`src/rtl/opreg.sv`:
```
module opreg #(
  parameter int W = 4
) (
  input  logic         clk,
  input  logic         rst,
  input  logic         do_shl,
  input  logic         do_xor,
  input  logic         do_add,
  input  logic [W-1:0] opb,
  output logic [W-1:0] acc
);

  logic         ld;
  logic [W:0]   cy;
  logic [W-1:0] nxt;

  assign ld    = do_shl | do_xor | do_add;
  assign cy[0] = 1'b0;

  for (genvar i = 0; i < W; i++) begin : g_slice
    logic below, s, cout;
    if (i == 0) begin : g_lsb
      assign below = 1'b0;
    end else begin : g_up
      assign below = acc[i-1];
    end
    assign s       = acc[i] ^ opb[i] ^ cy[i];
    assign cout    = (acc[i] & opb[i]) | (cy[i] & (acc[i] ^ opb[i]));
    assign cy[i+1] = cout;
    assign nxt[i]  = do_add ? s : do_xor ? (acc[i] ^ opb[i]) : below;

    always_ff @(posedge clk) begin
      if (rst)     acc[i] <= 1'b0;
      else if (ld) acc[i] <= nxt[i];
    end
  end


  clear_chk: assert property (@(posedge clk) rst |=> acc == '0);

  hold_chk: assert property (@(posedge clk) disable iff (rst)
    !(do_shl | do_xor | do_add) |=> $stable(acc));

  shl_chk: assert property (@(posedge clk) disable iff (rst)
    (do_shl & !do_xor & !do_add) |=> acc == ($past(acc) << 1));

  xor_chk: assert property (@(posedge clk) disable iff (rst)
    (do_xor & !do_add) |=> acc == ($past(acc) ^ $past(opb)));

  add_chk: assert property (@(posedge clk) disable iff (rst)
    do_add |=> acc == W'($past(acc) + $past(opb)));

endmodule

```
`config.mk`:
```
export PLATFORM = sky130hd
export DESIGN_NAME = opreg
export DESIGN_NICKNAME = d
export VERILOG_FILES = /design/src/rtl/opreg.sv
export SDC_FILE = /design/constraint.sdc
export NUM_CORES = 1
export LEC_CHECK = 0
export BUFFER_PORTS_ARGS = -buffer_cell sky130_fd_sc_hd__buf_2
export CORE_AREA = 3 3 40 42
export DETAILED_ROUTE_END_ITERATION = 10
export DIE_AREA = 0 0 43 45
export GPL_TIMING_DRIVEN = 1
export SLEW_MARGIN = 20
export SYNTH_ARGS = -nofsm -noshare
export SYNTH_HDL_FRONTEND = slang
export SYNTH_SLANG_ARGS = --single-unit
```
`constraint.sdc`:
```
create_clock -name clk -period 1.95 [get_ports clk]
set_input_delay 0.0975 -clock clk [delete_from_list [all_inputs] [get_ports clk]]
set_output_delay 0.0975 -clock clk [all_outputs]
set_load 0.03 [all_outputs]
```
==> reports/summary.log <==
INFO  cells_and_area area_delta_synth_final=26.64%
INFO  routing        via_per_inst=4.721
INFO  routing        dr_total_vias=321
INFO  yosys          synth-seq-area-share=22.15%
INFO  yosys          netlist_instances=40
INFO  clocking       clock_insertion_delay_worst_skew=0.23ns
INFO  flow_run       timing.max_cap.violations=0
INFO  pwr            power_density=703.4mW/mm2
INFO  floorplan      initial_core_util=28.14%
INFO  yosys          synthDistinctLibCells=20
INFO  yosys          synth_edf_count=0
INFO  global_routing grt_max_degree=12
INFO  worst_hold_path holdCritStartpoint=rst
INFO  clocking       tritoncts.num_buffers=3
INFO  sta            setup_viol=0
INFO  pwr            lkg_pwr=0.2102nW
INFO  clocking       ctsHoldBuffers=0
INFO  critical_path  setup.worst_path.end_class=register
INFO  floorplan      placement_rows=13
INFO  yosys          mappedNetlistNets=54
INFO  sta            finalHoldViolCount=0
INFO  cells_and_area fillerInstances=142
INFO  sta            fin_tns_setup=0ns
INFO  routing        totalWireLength=831um
INFO  global_routing grt_first_pass_wirelength=1407um
INFO  routing        post_drt_wl_per_cell=12.22um
INFO  yosys          synth_area_per_cell=9.040um2
INFO  cells_and_area design.final.nets=69
INFO  yosys          syn_area=361.6um2
INFO  critical_path  timing.critical_path.required=2.10ns
INFO  yosys          ys_ff_latch=4
INFO  cells_and_area post-route-cell-area=457.9um2
INFO  critical_path  rr_startpoint=g_slice[1].below
INFO  sta            final_min_period_over_clock_period=93.56%
INFO  critical_path  startpoint_type=register
INFO  routing        remaining_drc_errors=0
INFO  worst_hold_path hp-class=input port to register
INFO  routing        drt.antenna.violating_nets=0
INFO  floorplan      design.core.area=0.001285mm2
INFO  run_status     run_status=finished clean
INFO  cells_and_area antennaDiodeCount=0
INFO  clocking       cts.reportedPaths.clkPinSlew=0.04ns
INFO  cells_and_area post_route_cells_drive_above_1_share=47.17%
INFO  place          io_buffers=12
INFO  sta            worst_clock_skew=0.005580ns
INFO  clocking       tritoncts=done
INFO  yosys          postSynth.topFlopCell=dfxtp_1
INFO  critical_path  critical_path_arrival=1.97ns
INFO  sta            finalMaxSlewViolations=0
INFO  critical_path  path_class=register to register
INFO  sta            worst_slew_pin_slew=0.2249ns
INFO  clocking       root_buffer=clkbuf_4
INFO  pwr            irDropWorstVdd=0.0004341V
INFO  global_routing grt_antenna_before_repair=0
INFO  critical_path  regToRegSetupSlack=0.13ns
INFO  worst_hold_path hold_critical_path_depth=2
INFO  place          gp_congestion=0.7054
INFO  sta            slew-limit-headroom=84.90%
INFO  routing        drt_first_pass_iters=2
INFO  global_routing global_route.overflow_total=0
INFO  sta            grt_setup_unrepaired=no
INFO  global_routing first_global_vias=334
INFO  yosys          async_reset_ff_share=0%
INFO  clocking       cts_htree_levels=1
INFO  place          placedInstanceArea=424.2um2
INFO  critical_path  worstRegToRegCells=7
INFO  cells_and_area most_common_library_cell_in_the_layout_ignoring_fill_and_taps=buf_2
INFO  sta            max_clk_rate=548.1MHz
INFO  floorplan      die_x=43um
INFO  floorplan      die_h=45um
INFO  sta            finalWorstPathRequiredPeriod=1.824ns
INFO  floorplan      die_area=0.001935mm2
INFO  critical_path  worstReg2RegEnd=acc[3]
INFO  clocking       cts-root-to-sink-buffers=2
INFO  worst_hold_path min_delay_endpoint=g_slice[1].below
INFO  clocking       cts_sinks=4
INFO  routing        drt_iter0_drc=4
INFO  critical_path  timing.critical_path.fanout_max=2
INFO  cells_and_area most_frequent_cells_in_the_layout=12 x buf_2, 4 x nand2_1
INFO  global_routing gr-usage-all-layers=10.10%
INFO  yosys          synthesis.yosys.warnings=0
INFO  floorplan      top_level_ports=13
power breakdown:
| group | total (mW) | switching, mW | internal, mW |
|---|---|---|---|
| registers | 0.0998 | 0.00738 | 0.0924 |
| logic | 0.121 | 0.0655 | 0.0552 |
| clock network | 0.102 | 0.0329 | 0.0688 |
| total | 0.322 | 0.106 | 0.216 |
cell families after synthesis:
family,Yosys count,share of synthesized area (%)
AND/OR/NAND/NOR,11,16.26
AO/OA/AOI/OAI,8,14.53
buffers and inverters,8,13.84
adder cells (fa/ha/maj),5,21.45
flip-flops,4,22.15
multiplexers,3,9.342
XOR/XNOR,1,2.423
registers in the layout, indices dropped and copies added, names as in the netlist:
name / count
g_slice.below: 3
acc: 1
Yosys cell counts, types with 2 or more instances:
cell type | instances | share of area, %
a21oi_1 | 3 | 4.2
buf_4 | 3 | 6.2
dfxtp_1 | 4 | 22
fa_1 | 2 | 11
ha_1 | 3 | 10
inv_1 | 3 | 3.1
mux2_2 | 3 | 9.3
nand2_1 | 4 | 4.2
nor2_1 | 2 | 2.1
o211ai_1 | 2 | 4.2
or2b_1 | 2 | 4.2
critical path: stages (launching register included):
cell and delay [ns]:
dfxtp_2 0.33, ha_2 0.17, fa_1 0.15, inv_1 0.05, fa_2 0.33, or2b_1 0.22
mux2_2 0.27, a211oi_2 0.22
final cells by class:
class                   count  area, um2  area share (%)
clock buffers               3      22.52           4.918
inverters                   3      11.26           2.459
multi-input cells          28      241.5           52.73
flip-flops and latches      4      81.33           17.76
well taps                  15      18.77           4.098
repair buffers             15      82.58           18.03
worst max path at each step:
stage,start,cells past startpoint,endpoint,slack (ns)
4_1_cts,g_slice[1].below,7,acc[3],0.05
3_3_place_gp,g_slice[1].below,7,acc[3],0.09
3_5_place_dp,g_slice[1].below,7,acc[3],0.06
5_1_grt,g_slice[1].below,7,acc[3],0.03
2_1_floorplan,g_slice[1].below,7,acc[3],0.16
6_report,g_slice[1].below,7,acc[3],0.13
metrics by stage:
stage               cells  total power [mW]  setup WS, ns  util [%]  hold slack, ns
global placement       65            0.2157       0.09164     33.01          0.3141
finish                 68            0.3221        0.1256     35.64         0.07824
detailed placement     65            0.2177       0.06183     33.01          0.3123
global route           68            0.3538       0.03467     35.64         0.07708
CTS                    68            0.3246       0.04506     34.76         0.05943
floorplan              40            0.1861        0.1606         -          0.1666
what timing repair did:
| item | in CTS | in global routing |
|---|---|---|
| setup endpoints to repair | 0 | 1 |
| setup buffers | 0 | 0 |
| gates resized for setup | 0 | 4 |
per-layer routing:
metal  vias to the layer above  GRT usage (%)  part of all wire (%)
li1                        161              -                     -
met1                       147          12.38                    41
met2                        13          14.37                    51
met3                         0          6.375                   7.8
met4                         0          3.614                     0
met5                         -              0                     0
Power figures use the tool's default switching activity.
